`src/rtl/sdram_seq_pkg.sv`:
```
package sdram_seq_pkg;
  // {cs_n, ras_n, cas_n, we_n}
  typedef enum logic [3:0] {
    CMD_NOP = 4'b0111,
    CMD_ACT = 4'b0011,
    CMD_RD  = 4'b0101,
    CMD_WR  = 4'b0100,
    CMD_PRE = 4'b0010
  } sdcmd_e;

  typedef enum logic [2:0] {
    S_IDLE,
    S_WORK,
    S_MPRE,
    S_MWAIT,
    S_MGNT
  } seq_state_e;
endpackage

```
`src/rtl/sdram_bank_track.sv`:
```
module sdram_bank_track #(
  parameter int ROW_W = 12,
  parameter int CNT_W = 4,
  parameter int T_RP  = 2,
  parameter int T_RAS = 5,
  parameter int T_WR  = 2
) (
  input  logic             clk,
  input  logic             rst_n,
  input  logic             do_act,
  input  logic             do_rd,
  input  logic             do_wr,
  input  logic             do_pre,
  input  logic             ap,
  input  logic [ROW_W-1:0] row_in,
  output logic             open_o,
  output logic [ROW_W-1:0] row_o,
  output logic             can_act,
  output logic             can_pre
);
  logic [CNT_W-1:0] ras_q, wr_q, rp_q;
  logic             open_q;
  logic [ROW_W-1:0] row_q;

  always_ff @(posedge clk) begin
    if (!rst_n) begin
      open_q <= 1'b0;
      row_q  <= '0;
      ras_q  <= '0;
      wr_q   <= '0;
      rp_q   <= '0;
    end else begin
      if (ras_q != '0) ras_q <= ras_q - 1'b1;
      if (wr_q  != '0) wr_q  <= wr_q - 1'b1;
      if (rp_q  != '0) rp_q  <= rp_q - 1'b1;
      if (do_act) begin
        open_q <= 1'b1;
        row_q  <= row_in;
        ras_q  <= CNT_W'(T_RAS - 1);
      end
      if (do_wr) wr_q <= CNT_W'(T_WR - 1);
      if ((do_rd || do_wr) && ap) begin
        open_q <= 1'b0;
        rp_q   <= do_wr ? CNT_W'(T_WR + T_RP - 1) : CNT_W'(T_RP - 1);
      end
      if (do_pre) begin
        open_q <= 1'b0;
        if (rp_q < CNT_W'(T_RP)) rp_q <= CNT_W'(T_RP - 1);
      end
    end
  end

  assign open_o  = open_q;
  assign row_o   = row_q;
  assign can_act = !open_q && (rp_q == '0);
  assign can_pre = (ras_q == '0) && (wr_q == '0);

  assert_access_open_R2: assert property (@(posedge clk) disable iff (!rst_n)
    (do_rd || do_wr) |-> open_q);
  assert_act_spacing_R7: assert property (@(posedge clk) disable iff (!rst_n)
    do_act |-> (!open_q && rp_q == '0));
  assert_close_spacing_R7: assert property (@(posedge clk) disable iff (!rst_n)
    (do_pre && open_q) |-> (ras_q == '0 && wr_q == '0));
  assert_ap_spacing_R7: assert property (@(posedge clk) disable iff (!rst_n)
    ((do_rd || do_wr) && ap) |-> (ras_q == '0));
endmodule

```
`src/rtl/sdram_rd_capture.sv`:
```
module sdram_rd_capture #(
  parameter int DW     = 16,
  parameter int MAX_CL = 3
) (
  input  logic          clk,
  input  logic          rst_n,
  input  logic          issue_rd,
  input  logic          cas3,
  input  logic [DW-1:0] dq_in,
  output logic          busy,
  output logic          rsp_valid,
  output logic [DW-1:0] rsp_data
);
  logic [MAX_CL:0] pipe_q;
  logic            tap;

  always_ff @(posedge clk) begin
    if (!rst_n) begin
      pipe_q    <= '0;
      rsp_valid <= 1'b0;
      rsp_data  <= '0;
    end else begin
      pipe_q    <= {pipe_q[MAX_CL-1:0], issue_rd};
      rsp_valid <= tap;
      if (tap) rsp_data <= dq_in;
    end
  end

  assign tap  = cas3 ? pipe_q[3] : pipe_q[2];
  assign busy = |pipe_q;
endmodule

```
`src/rtl/sdram_cmd_seq.sv`:
```
module sdram_cmd_seq
  import sdram_seq_pkg::*;
#(
  parameter int BANKS  = 4,
  parameter int ROW_W  = 12,
  parameter int COL_W  = 8,
  parameter int DW     = 16,
  parameter int AP_BIT = 10,
  parameter int T_RCD  = 2,
  parameter int T_RP   = 2,
  parameter int T_RAS  = 5,
  parameter int T_WR   = 2
) (
  input  logic             clk,
  input  logic             rst_n,
  input  logic             req_valid,
  output logic             req_ready,
  input  logic             req_write,
  input  logic [1:0]       req_bank,
  input  logic [ROW_W-1:0] req_row,
  input  logic [COL_W-1:0] req_col,
  input  logic [DW-1:0]    req_wdata,
  input  logic [1:0]       req_mask,
  input  logic             req_autopre,
  output logic             rsp_valid,
  output logic [DW-1:0]    rsp_data,
  input  logic             cas3,
  input  logic             maint_req,
  output logic             maint_grant,
  output logic             sd_cs_n,
  output logic             sd_ras_n,
  output logic             sd_cas_n,
  output logic             sd_we_n,
  output logic [1:0]       sd_ba,
  output logic [ROW_W-1:0] sd_addr,
  output logic [1:0]       sd_dqm,
  output logic [DW-1:0]    sd_dq_out,
  output logic             sd_dq_oe,
  input  logic [DW-1:0]    sd_dq_in
);
  localparam int BA_W  = $clog2(BANKS);
  localparam int CNT_W = $clog2(T_RCD + T_RP + T_RAS + T_WR + 1);

  seq_state_e       state_q, state_d;
  sdcmd_e           cmd_q, cmd_d;
  logic [BA_W-1:0]  ba_q, ba_d, r_bank;
  logic [ROW_W-1:0] addr_q, addr_d, r_row;
  logic [COL_W-1:0] r_col;
  logic [DW-1:0]    dq_q, dq_d, r_data;
  logic [1:0]       dqm_q, dqm_d, r_mask;
  logic             oe_q, oe_d, r_write, r_ap, take;
  logic [CNT_W-1:0] rcd_q;
  logic             iss_act, iss_rd, iss_wr, iss_pre, pre_all, rd_busy;
  logic [BANKS-1:0] open_v, can_act_v, can_pre_v;
  logic [ROW_W-1:0] row_v [BANKS];

  assign req_ready   = (state_q == S_IDLE) && !maint_req;
  assign maint_grant = (state_q == S_MGNT);

  always_comb begin
    state_d = state_q;
    cmd_d   = CMD_NOP;
    ba_d    = r_bank;
    addr_d  = '0;
    dq_d    = '0;
    dqm_d   = '0;
    oe_d    = 1'b0;
    take    = 1'b0;
    iss_act = 1'b0;
    iss_rd  = 1'b0;
    iss_wr  = 1'b0;
    iss_pre = 1'b0;
    pre_all = 1'b0;
    case (state_q)
      S_IDLE: begin
        if (maint_req) state_d = S_MPRE;
        else if (req_valid) begin
          take    = 1'b1;
          state_d = S_WORK;
        end
      end
      S_WORK: begin
        if (open_v[r_bank] && row_v[r_bank] == r_row) begin
          if (rcd_q == '0 && (!r_ap || can_pre_v[r_bank]) && (!r_write || !rd_busy)) begin
            iss_rd  = !r_write;
            iss_wr  = r_write;
            cmd_d   = r_write ? CMD_WR : CMD_RD;
            addr_d[COL_W-1:0] = r_col;
            addr_d[AP_BIT]    = r_ap;
            dq_d    = r_write ? r_data : '0;
            dqm_d   = r_write ? r_mask : 2'b00;
            oe_d    = r_write;
            state_d = S_IDLE;
          end
        end else if (open_v[r_bank]) begin
          if (can_pre_v[r_bank]) begin
            iss_pre = 1'b1;
            cmd_d   = CMD_PRE;
          end
        end else if (can_act_v[r_bank]) begin
          iss_act = 1'b1;
          cmd_d   = CMD_ACT;
          addr_d  = r_row;
        end
      end
      S_MPRE: begin
        if (open_v == '0) state_d = S_MWAIT;
        else if (&can_pre_v) begin
          pre_all        = 1'b1;
          cmd_d          = CMD_PRE;
          addr_d[AP_BIT] = 1'b1;
          state_d        = S_MWAIT;
        end
      end
      S_MWAIT: if (&can_act_v && !rd_busy) state_d = S_MGNT;
      S_MGNT:  if (!maint_req) state_d = S_IDLE;
      default: state_d = S_IDLE;
    endcase
  end

  always_ff @(posedge clk) begin
    if (!rst_n) begin
      state_q <= S_IDLE;
      cmd_q   <= CMD_NOP;
      ba_q    <= '0;
      addr_q  <= '0;
      dq_q    <= '0;
      dqm_q   <= '0;
      oe_q    <= 1'b0;
      rcd_q   <= '0;
      r_write <= 1'b0;
      r_bank  <= '0;
      r_row   <= '0;
      r_col   <= '0;
      r_data  <= '0;
      r_mask  <= '0;
      r_ap    <= 1'b0;
    end else begin
      state_q <= state_d;
      cmd_q   <= cmd_d;
      ba_q    <= ba_d;
      addr_q  <= addr_d;
      dq_q    <= dq_d;
      dqm_q   <= dqm_d;
      oe_q    <= oe_d;
      if (iss_act) rcd_q <= CNT_W'(T_RCD - 1);
      else if (rcd_q != '0) rcd_q <= rcd_q - 1'b1;
      if (take) begin
        r_write <= req_write;
        r_bank  <= req_bank;
        r_row   <= req_row;
        r_col   <= req_col;
        r_data  <= req_wdata;
        r_mask  <= req_mask;
        r_ap    <= req_autopre;
      end
    end
  end

  for (genvar b = 0; b < BANKS; b++) begin : g_bank
    logic sel;
    assign sel = (r_bank == BA_W'(b));
    sdram_bank_track #(
      .ROW_W(ROW_W), .CNT_W(CNT_W), .T_RP(T_RP), .T_RAS(T_RAS), .T_WR(T_WR)
    ) i_track (
      .clk     (clk),
      .rst_n   (rst_n),
      .do_act  (iss_act && sel),
      .do_rd   (iss_rd && sel),
      .do_wr   (iss_wr && sel),
      .do_pre  ((iss_pre && sel) || pre_all),
      .ap      (r_ap),
      .row_in  (r_row),
      .open_o  (open_v[b]),
      .row_o   (row_v[b]),
      .can_act (can_act_v[b]),
      .can_pre (can_pre_v[b])
    );
  end

  sdram_rd_capture #(.DW(DW), .MAX_CL(3)) i_cap (
    .clk       (clk),
    .rst_n     (rst_n),
    .issue_rd  (iss_rd),
    .cas3      (cas3),
    .dq_in     (sd_dq_in),
    .busy      (rd_busy),
    .rsp_valid (rsp_valid),
    .rsp_data  (rsp_data)
  );

  assign {sd_cs_n, sd_ras_n, sd_cas_n, sd_we_n} = cmd_q;
  assign sd_ba     = ba_q;
  assign sd_addr   = addr_q;
  assign sd_dqm    = dqm_q;
  assign sd_dq_out = dq_q;
  assign sd_dq_oe  = oe_q;

  assert_grant_closed_R9: assert property (@(posedge clk) disable iff (!rst_n)
    maint_grant |-> (open_v == '0));
  assert_grant_nop_R9: assert property (@(posedge clk) disable iff (!rst_n)
    maint_grant |-> (cmd_q == CMD_NOP));
  assert_ready_excl_R10: assert property (@(posedge clk) disable iff (!rst_n)
    !(req_ready && maint_grant));
  assert_no_wr_in_flight_R12: assert property (@(posedge clk) disable iff (!rst_n)
    (cmd_q == CMD_WR) |-> !rsp_valid);
  assert_cl2_latency_R8: assert property (@(posedge clk) disable iff (!rst_n)
    ($past(cmd_q == CMD_RD, 3) && !$past(cas3, 3)) |-> rsp_valid);
  assert_cl3_latency_R8: assert property (@(posedge clk) disable iff (!rst_n)
    ($past(cmd_q == CMD_RD, 4) && $past(cas3, 4)) |-> rsp_valid);
  assert_oe_only_write_R5: assert property (@(posedge clk) disable iff (!rst_n)
    sd_dq_oe |-> (cmd_q == CMD_WR));
endmodule

```
`config.mk`:
```
export PLATFORM = sky130hd
export DESIGN_NAME = sdram_cmd_seq
export DESIGN_NICKNAME = d
export VERILOG_FILES = /design/src/rtl/sdram_seq_pkg.sv /design/src/rtl/sdram_bank_track.sv /design/src/rtl/sdram_rd_capture.sv /design/src/rtl/sdram_cmd_seq.sv
export SDC_FILE = /design/constraint.sdc
export NUM_CORES = 1
export LEC_CHECK = 0
export CELL_PAD_IN_SITES_DETAIL_PLACEMENT = 1
export CELL_PAD_IN_SITES_GLOBAL_PLACEMENT = 1
export CORE_MARGIN = 2
export CORE_UTILIZATION = 48
export CTS_CLUSTER_DIAMETER = 60
export DETAILED_ROUTE_END_ITERATION = 12
export DONT_BUFFER_PORTS = 1
export PLACE_DENSITY = 0.82
export SLEW_MARGIN = 20
export SYNTH_ARGS = -nofsm -noshare
export SYNTH_HDL_FRONTEND = slang
export SYNTH_HIERARCHICAL = 1
export SYNTH_SLANG_ARGS = --single-unit
```
`constraint.sdc`:
```
create_clock -name clk -period 3.62 [get_ports clk]
set_input_delay 0.181 -clock clk [delete_from_list [all_inputs] [get_ports clk]]
set_output_delay 0.181 -clock clk [all_outputs]
set_load 0.005 [all_outputs]
```
==> results.ini, run 1 <==
[status]
outcome=finished, final reports clean

[synthesis]
yosysWarnings=6
synthCells=959
synth_flop_cell=dfxtp_1
synth-seq-area-share_pct=46.5
synth_cell_types=69
avgSynthCellArea_um2=9.25
synth_edf_count=0
syn_nets=1040
syn_area_um2=8870
yosys_register_bits=206
synthArstFlopShare_pct=0

[clocking]
numCtsBuffers=23
cts_tree=yes
cts.clk_slew.worst_paths_ns=0.06
clock_path_buffers=3
clockRootBuffer=clkbuf_16
cts_htree_levels=1
clk_latency_ns=0.52
cts.sinks=206

[finish]
fillers=2008
nets=1100
multi_input_comb_area_um2=4330
drive_above_1_share_pct=10.5
final_cell_area_um2=10500
area_delta_synth_final_pct=17.9
register_area_um2=4130
final_core_util_pct=58.1
insertedDiodeCount=0

[critical_path]
critPathKind=reg2reg
crit_slowest_cell=or4b_2
start_kind=register
path_max_fanout=6
r2r_setup_slack_ns=0.25
end_kind=register
slowest_delay_ns=0.62
crit_required_ns=4.05
arrival_ns=3.79
cp_cell_sequence=inv_1, ha_1, or3b_2, nor2_1, mux4_2, nand2_1, a21oi_1, a41o_1, or4b_2, a31oi_1

[power]
power_frac_clock_pct=30.9
switching_share_pct=33.2
ir_worst_vdd_uv=542
p_switching_mw=2.41
internal-power_mw=4.84
p_seq_share_pct=39.7
powerDensity_nw_per_um2=693
leakage_nw=4.12
combinationalPowerShare_pct=29.4

[sta]
hold_slack_ns=0.0294
timing.fmax_ghz=0.297
setup_viol=0
max-slew-margin-rel_pct=46.0
hold_viol_final=0
setup_ws_ns=0.255
fin_skew_ns=0.0220
slew_viol_final=0
fin_crit_ns=3.37
worstMarginPinSlew_ns=0.793
fin_setup_tns_ns=0
fin_crit_sh_pct=93.0
rsz0062_at_grt=false

[detailed_routing]
via_per_inst=5.81
drt_iter0_drc=363
antenna_violating_nets_post_route=0
vias=7330
drc_errors=0
wirelength_mm=27.0
wl_per_cell_um=21.4
dr.pass1.iters=5

[floorplan]
dieWidth_um=140
die_y_um=140
core_area_um2=18000
initial_core_util_pct=49.2
dieArea_um2=19600
io_pins=119
row_count=49

[placement]
portBuffers=0
hpwl_mm=15.3
dp_slack_ns=0.300
placed_cell_area_um2=9110
routabilityCongestion=0.846

[min_path]
min_path_type=in2reg

[grt]
grt_pass1_vias=7805
track_usage_pct=27.0
antenna_found_initial=0
grt_first_pass_wirelength_mm=42.7
grt_max_degree=91
overflow=0

[job]
drv_cap=0

-- final timing paths --
check / startpoint / to / cells after the start
setup reg to reg: g_bank[0].i_track/wr_q[0] / g_bank[0].i_track/rp_q[0] / 10
hold reg to reg: r_data[7] / r_data[7] / 2
hold / removal: req_valid / r_data[7] / 3
setup / recovery: g_bank[0].i_track/wr_q[0] / g_bank[0].i_track/rp_q[0] / 10
-- final cells by class --
cell class | count | area share [%]
Tap cell | 229 | 2.74
Inverter | 44 | 1.58
Clock inverter | 7 | 0.490
Sequential cell | 206 | 39.4
Multi-Input combinational cell | 658 | 41.4
Timing Repair Buffer | 86 | 8.05
Clock buffer | 32 | 6.30
-- power groups by stage --
stage                     clock network (mW)  logic, mW  registers (mW)
after CTS                               2.23       2.10            2.86
after global placement                     0       1.93            2.89
after global routing                    2.36       2.37            2.92
after detailed placement                   0       1.99            2.91
final                                   2.24       2.13            2.88
after floorplan                            0       1.65            2.82
-- cells in the final DEF, fill, tap and decap left out, drive strengths merged, types with 7 or more instances in the layout --
master	instances
buf	27
mux2i	90
mux4	8
nand2	145
ha	18
nor2	91
xor2	7
clkbuf	32
inv	45
a21oi	66
nor3	28
dfxtp	206
and2	8
and3	19
xnor2	20
a22o	9
or3b	11
a211oi	9
nand3b	8
nor2b	33
nand2b	13
dlygate4sd3	59
-- cells in the mapped netlist (all sizes together) (3+ instances only) --
library cell / count / area (um^2)
a211oi: 9 / 72.6
a21oi: 66 / 342
a221o: 3 / 30.0
a22o: 9 / 78.8
a31oi: 6 / 37.5
a41o: 4 / 40.0
and2: 8 / 50.1
and3: 19 / 119
buf: 23 / 173
clkbuf: 28 / 105
dfxtp: 206 / 4120
ha: 18 / 225
inv: 43 / 161
mux2: 3 / 33.8
mux2i: 90 / 913
mux4: 8 / 180
nand2: 145 / 544
nand2b: 13 / 81.3
nand3: 6 / 30.0
nand3b: 8 / 60.1
nor2: 91 / 342
nor2b: 33 / 206
nor3: 28 / 140
nor4: 3 / 33.8
nor4b: 3 / 26.3
o21a: 4 / 30.0
o21ai: 6 / 30.0
or3b: 11 / 106
or4b: 4 / 43.8
xnor2: 20 / 183
xor2: 7 / 61.3
-- state kept, by name (all words and copies together) (netlist names), 8 cells and up --
name and cells:
r_row 12, sd_addr 12, sd_dq_out 16, g_bank.i_track/rp_q 16, r_col 8, g_bank.i_track/row_o 48, r_data 16, i_cap/rsp_data 16
g_bank.i_track/wr_q 16, g_bank.i_track/ras_q 16
-- per-stage QoR --
stage | total power, mW | instances
5_1_grt | 7.65 | 1262
3_3_place_gp | 4.82 | 1163
3_5_place_dp | 4.90 | 1163
2_1_floorplan | 4.47 | 959
4_1_cts | 7.19 | 1262
6_report | 7.25 | 1262
-- worst max-delay path, delay by kind of cell (launching register included) --
kind	cells	cell delay (ns)
AOI/OAI and AO/OA	3	0.97
buffers and inverters	1	0.11
and+or+nand+nor	4	1.41
muxes	1	0.30
DFF	1	0.31
adders and majority gates	1	0.18
-- repair_timing --
item,in CTS,in global routing
setup endpoints to repair,0,21
buffers inserted,0,0
hold buffers,60,0
gates resized for setup,0,7
endpoints found under the hold margin,155,0
-- per-layer routing --
layer	wire length (um)	up-vias	part of all wire (%)	global-route usage, %
li1	-	3379	-	-
met1	10700	3634	39	30.7
met2	14100	241	52	50.9
met3	1170	76	4.3	4.51
met4	1040	0	3.9	9.47
met5	0	-	0	0
-- kinds of logic (layout without fill, tap and decap cells) --
group / after synthesis / in the layout / synth area share [%]
mux: 101 / 101 / 12.7
other cells: 1 / 1 / 0.0423
buf+inv: 95 / 169 / 4.99
compound gates: 125 / 125 / 9.21
xor+xnor: 27 / 27 / 2.75
fa+ha+maj: 18 / 18 / 2.54
simple gates: 386 / 386 / 21.3
flops: 206 / 206 / 46.5
Power figures use the tool's default switching activity.
==> run 2: changes to the inputs <==
Settings changed: PLACE_DENSITY 0.82 to 0.9.
==> run 2 against run 1 <==
Core utilization rose by 0.062 points. Clock power is essentially flat. First-iteration DRC count up 59%. Sequential share of layout area hardly changed.
==> results.ini, run 2 (synthesized netlist as in run 1, its figures left out) <==
[grt]
track_usage_pct=32.7  ; was 27.0%
antenna_found_initial=0  ; unchanged
grt_first_pass_wirelength_mm=49.8  ; was 42.7 mm
grt_pass1_vias=8538  ; was 7,805
grt_max_degree=84  ; was 91
overflow=0  ; unchanged

[detailed_routing]
drc_errors=0  ; unchanged
antenna_violating_nets_post_route=0  ; unchanged
via_per_inst=6.23  ; was 5.81
vias=7865  ; was 7,330
wirelength_mm=32.7  ; was 27.0 mm
drt_iter0_drc=577  ; was 363
dr.pass1.iters=5  ; unchanged
wl_per_cell_um=25.9  ; was 21.4 um

[critical_path]
path_max_fanout=12  ; was 6
crit_top_cell=nor2b_1
worst-path-buf-inv=2  ; was 1
cp_top_family=simple AND/OR/NAND/NOR gates  ; unchanged
slowest_delay_ns=0.50  ; was 0.62 ns
critPathKind=reg2reg  ; unchanged
cp_cell_sequence=inv_1, ha_1, nor3b_2, nor2b_1, mux4_2, nor2b_1, nand2_1, nor2_1, buf_12, mux2i_1, nor2b_1  ; was inv_1, ha_1, or3b_2, nor2_1, mux4_2, nand2_1, a21oi_1, a41o_1, or4b_2, a31oi_1
start_kind=register  ; unchanged
crit_slowest_cell=nor2_1  ; was or4b_2
arrival_ns=4.00  ; was 3.79 ns
end_kind=register  ; unchanged
crit_required_ns=4.02  ; was 4.05 ns

[finish]
mostFrequentLayoutCells=dfxtp_1, nand2_1, nor2_1  ; unchanged
insertedDiodeCount=0  ; unchanged
area_delta_synth_final_pct=18.0  ; was 17.9%
register_area_um2=4130  ; unchanged
final_common_cell=dfxtp_1  ; unchanged
final_cell_area_um2=10500  ; about the same
fillers=2004  ; was 2,008
nets=1100  ; unchanged
stdcell_count=1262  ; unchanged
multi_input_comb_area_um2=4340  ; was 4330 um^2
largest_reg_flops=48  ; unchanged
drive_above_1_share_pct=9.87  ; was 10.5%

[floorplan]
die_y_um=140  ; unchanged
dieWidth_um=140  ; unchanged
dieArea_um2=19600  ; unchanged
io_pins=119  ; unchanged
core_area_um2=18000  ; unchanged
row_count=49  ; unchanged
initial_core_util_pct=49.2  ; unchanged

[clocking]
cts_htree_levels=1  ; unchanged
cts.sinks=206  ; unchanged
clk_latency_ns=0.52  ; about the same
numCtsBuffers=22  ; was 23
postCtsSetupBuffers=0  ; unchanged
cts_tree=yes  ; unchanged
cts.clk_slew.worst_paths_ns=0.08  ; was 0.06 ns
clock_path_buffers=3  ; unchanged
clockRootBuffer=clkbuf_16  ; unchanged

[sta]
fin_crit_ns=3.60  ; was 3.37 ns
fin_crit_sh_pct=99.5  ; was 93.0%
fin_skew_ns=0.0267  ; was 0.0220 ns
setup_viol=0  ; unchanged
timing.fmax_ghz=0.278  ; was 0.297 GHz
fin_setup_tns_ns=0  ; unchanged
worstMarginPinSlew_ns=0.846  ; was 0.793 ns
hold_viol_final=0  ; unchanged
slew_viol_final=0  ; unchanged
setup_ws_ns=0.0199  ; was 0.255 ns
max-slew-margin-rel_pct=42.4  ; was 46.0%

[power]
power_mw=7.48  ; was 7.25 mW
ir_worst_vdd_uv=600  ; was 542 uV
powerDensity_nw_per_um2=714  ; was 693 nW/um^2
leakage_nw=4.13  ; was 4.12 nW

[placement]
routabilityCongestion=0.858  ; was 0.846
dp.cells=1156  ; was 1,163
portBuffers=0  ; unchanged
placed_cell_area_um2=9050  ; was 9110 um^2
dp_slack_ns=0.208  ; was 0.300 ns
hpwl_mm=15.7  ; was 15.3 mm

[status]
outcome=finished, final reports clean  ; unchanged

[job]
drv_cap=0  ; unchanged

[min_path]
min_path_type=in2reg  ; unchanged

[run 2: changes by cell type in the layout (fill, tap and decap cells not counted), sizes merged]
cell / delta
dlygate4sd3: +8
buf: -7
clkinv: +5
clkbuf: -2
clkinvlp: -2
inv: -2
[run 2: layout make-up]
cell class	instances	share of cell area, %
clock buffers	30	6.13
clock inverters	8	0.454
inverters	44	1.58
multi-input cells	658	41.4
flip-flops and latches	206	39.4
well taps	229	2.74
repair buffers	87	8.27
[run 2: power by group]
group	internal (mW)	total, mW	switching (mW)
logic	0.999	2.31	1.31
clock network	1.24	2.25	1.01
registers	2.58	2.92	0.339
total	4.82	7.48	2.66
[run 2: path summary, 6_finish.rpt]
path,startpoint,end,slack [ns],cells after the start
max reg2reg,g_bank[3].i_track/rp_q[0],g_bank[1].i_track/row_o[9],0.02,11
max,g_bank[3].i_track/rp_q[0],g_bank[1].i_track/row_o[9],0.02,11
min,maint_req,state_q[1],0.01,3
min reg2reg,r_data[14],r_data[14],0.47,2
[run 2: routing by layer]
layer	global-route usage (%)	share of wire, %
met1	34.0	35
met2	60.0	51
met3	6.32	6.0
met4	20.9	7.6
met5	0	0
[run 2: what timing repair did]
action,CTS,global route
setup endpoints to repair,0,33
hold endpoints to repair,150,0
resized for setup,0,9
hold buffers,68,0
[run 2: tightest hold or removal path, cell delays in order]
cell	delay [ns]
nand2_1	0.05
a21oi_1	0.05
o211a_1	0.20
[run 2: metrics by stage]
stage / hold slack (ns) / util (%)
after floorplan: 0.298 / -
after global placement: 0.319 / 50.2
after detailed placement: 0.327 / 50.2
after CTS: 0.000352 / 57.9
after global routing: 0.00795 / 58.1
final: 0.0147 / 58.1
==> run 3: changes to the inputs <==
Settings changed: CORE_UTILIZATION 48 to 45, PLACE_DENSITY 0.9 to 0.86.
==> run 3 against run 2 <==
First-iteration DRC count decreased by 1.2%. Clock skew grew 0.0030 ns. Sequential power barely moved. Clock-buffer cell count rose by 1.
==> results.ini, run 3 (synthesized netlist as in run 1, its figures left out) <==
[status]
outcome=finished, final reports clean  ; unchanged

[power]
power_frac_clock_pct=32.6  ; was 30.2%
combinationalPowerShare_pct=29.6  ; was 30.9%
p_switching_mw=2.63  ; was 2.66 mW
p_seq_share_pct=37.8  ; was 39.0%
internal-power_mw=5.07  ; was 4.82 mW
switching_share_pct=34.2  ; was 35.5%
ir_worst_vdd_uv=371  ; was 600 uV
leakage_nw=4.18  ; was 4.13 nW
powerDensity_nw_per_um2=725  ; was 714 nW/um^2

[floorplan]
dieArea_um2=20900  ; was 19,600 um^2
dieWidth_um=144  ; was 140 um
die_y_um=144  ; was 140 um
row_count=51  ; was 49
initial_core_util_pct=45.7  ; was 49.2%
core_area_um2=19400  ; was 18,000 um^2
io_pins=119  ; unchanged

[detailed_routing]
wirelength_mm=31.6  ; was 32.7 mm
antenna_violating_nets_post_route=0  ; unchanged
drc_errors=0  ; unchanged
drt_iter0_drc=570  ; was 577
dr.pass1.iters=5  ; unchanged
via_per_inst=5.91  ; was 6.23
wl_per_cell_um=24.3  ; was 25.9 um
vias=7686  ; was 7,865

[sta]
timing.fmax_ghz=0.281  ; was 0.278 GHz
fin_crit_ns=3.56  ; was 3.60 ns
slew_viol_final=0  ; unchanged
setup_viol=0  ; unchanged
fin_setup_tns_ns=0  ; unchanged
rsz0062_at_grt=false
fin_skew_ns=0.0298  ; was 0.0267 ns
max-slew-margin-rel_pct=43.3  ; was 42.4%
hold_viol_final=0  ; unchanged
hold_slack_ns=0.0750  ; was 0.0147 ns
worstMarginPinSlew_ns=0.833  ; was 0.846 ns
fin_crit_sh_pct=98.4  ; was 99.5%

[clocking]
cts.sinks=206  ; unchanged
cts_tree=yes  ; unchanged
cts_htree_levels=1  ; unchanged
clockRootBuffer=clkbuf_16  ; unchanged
numCtsBuffers=22  ; unchanged
cts.clk_slew.worst_paths_ns=0.07  ; was 0.08 ns
clock_path_buffers=3  ; unchanged
postCtsSetupBuffers=0  ; unchanged
clk_latency_ns=0.53  ; was 0.52 ns

[grt]
grt_first_pass_wirelength_mm=47.8  ; was 49.8 mm
met1_usage_pct=31.3  ; was 34.0%
grt_pass1_vias=8493  ; was 8,538
antenna_found_initial=1  ; was 0
overflow=0  ; unchanged
met3_usage_pct=5.93  ; was 6.32%
track_usage_pct=29.9  ; was 32.7%
use_met2_pct=54.0  ; was 60.0%
grt_max_degree=85  ; was 84
top_usage_layer=met2  ; unchanged

[placement]
hpwl_mm=15.7  ; about the same
routabilityCongestion=0.830  ; was 0.858
portBuffers=0  ; unchanged

[critical_path]
arrival_ns=3.97  ; was 4.00 ns
critPathKind=reg2reg  ; unchanged
end_kind=register  ; unchanged
start_kind=register  ; unchanged
crit_required_ns=4.02  ; about the same
reg2reg_depth=11  ; unchanged
cp_cell_sequence=buf_12, mux4_2, xnor2_1, o211ai_1, nor4_1, and3_1, nand3_1, nor2_1, o21ai_0, nand2_1, nor3_1  ; was inv_1, ha_1, nor3b_2, nor2b_1, mux4_2, nor2b_1, nand2_1, nor2_1, buf_12, mux2i_1, nor2b_1
path_max_fanout=26  ; was 12
crit_slowest_cell=mux4_2  ; was nor2_1
slowest_delay_ns=0.54  ; was 0.50 ns

[finish]
register_area_um2=4130  ; about the same
mostFrequentLayoutCells=dfxtp_1, nand2_1, nor2_1  ; unchanged
fillers=2167  ; was 2,004
final_common_cell=dfxtp_1  ; unchanged
largest_reg_flops=48  ; unchanged
area_delta_synth_final_pct=19.7  ; was 18.0%
nets=1100  ; unchanged
multi_input_comb_area_um2=4330  ; was 4340 um^2
drive_above_1_share_pct=10.2  ; was 9.87%

[min_path]
holdPathStages=2  ; was 3
min_path_type=in2reg  ; unchanged

[job]
drv_cap=0  ; unchanged

==> run 3: cell types whose count changed in the layout (fill, tap and decap cells not counted), sizes merged <==
cell	delta
clkinvlp	+1
clkinv	-5
diode	+1
buf	+2
clkbuf	+1
bufinv	+3
dlygate4sd3	-2
inv	+1
==> run 3: per-layer routing <==
metal | vias up | wire [um]
met2 | 393 | 16100
li1 | 3369 | -
met4 | 0 | 2290
met5 | - | 0
met1 | 3758 | 11200
met3 | 166 | 1970
==> run 3: path summary, 6_finish.rpt <==
kind	startpoint	to	slack, ns
setup / recovery	ba_d[0]	g_bank[1].i_track/open_o	0.06
hold / removal	rst_n	g_bank[2].i_track/wr_q[0]	0.08
setup reg to reg	ba_d[0]	g_bank[1].i_track/open_o	0.06
hold reg to reg	r_data[10]	r_data[10]	0.47
==> run 3: metrics by stage <==
stage          total power [mW]  instance area (um^2)  setup slack (ns)  utilization [%]  std cells
6_report                   7.70                 10600            0.0585             54.8       1300
5_1_grt                    8.05                 10600            0.0104             54.7       1299
2_1_floorplan              4.47                  8870             0.742                -        959
3_3_place_gp               4.81                  9130             0.279             47.1       1194
3_5_place_dp               4.93                  9130             0.127             47.1       1194
4_1_cts                    7.52                 10600             0.122             54.7       1299
==> run 3: layout make-up <==
type | instances | area share, %
clock buffers | 31 | 6.27
repair buffers | 87 | 8.22
well taps | 265 | 3.12
flip-flops and latches | 206 | 38.8
clock inverters | 8 | 1.18
multi-input cells | 658 | 40.8
diodes | 1 | 0.0236
inverters | 44 | 1.55
==> run 3: what timing repair did <==
item / in CTS / in global routing
hold endpoints to repair: 154 / 0
endpoints found under the setup margin: 1 / 19
hold buffers: 66 / 0
gates resized for setup: 1 / 6
pin swaps: 0 / 0
==> run 3: power by group through the flow <==
stage          combinational [mW]  sequential [mW]  clock (mW)
2_1_floorplan                1.65             2.82           0
3_3_place_gp                 1.91             2.89           0
3_5_place_dp                 2.01             2.92           0
4_1_cts                      2.18             2.88        2.47
5_1_grt                      2.50             2.94        2.61
6_report                     2.28             2.91        2.51
==> run 3: worst max-delay path, delay by kind of cell, from the launching register on <==
kind / cells / cell delay, ns
DFF: 1 / 0.37
muxes: 1 / 0.54
and+or+nand+nor: 6 / 1.67
xor gates and xnor gates: 1 / 0.28
AOI/OAI and AO/OA: 2 / 0.33
buffers and inverters: 1 / 0.21
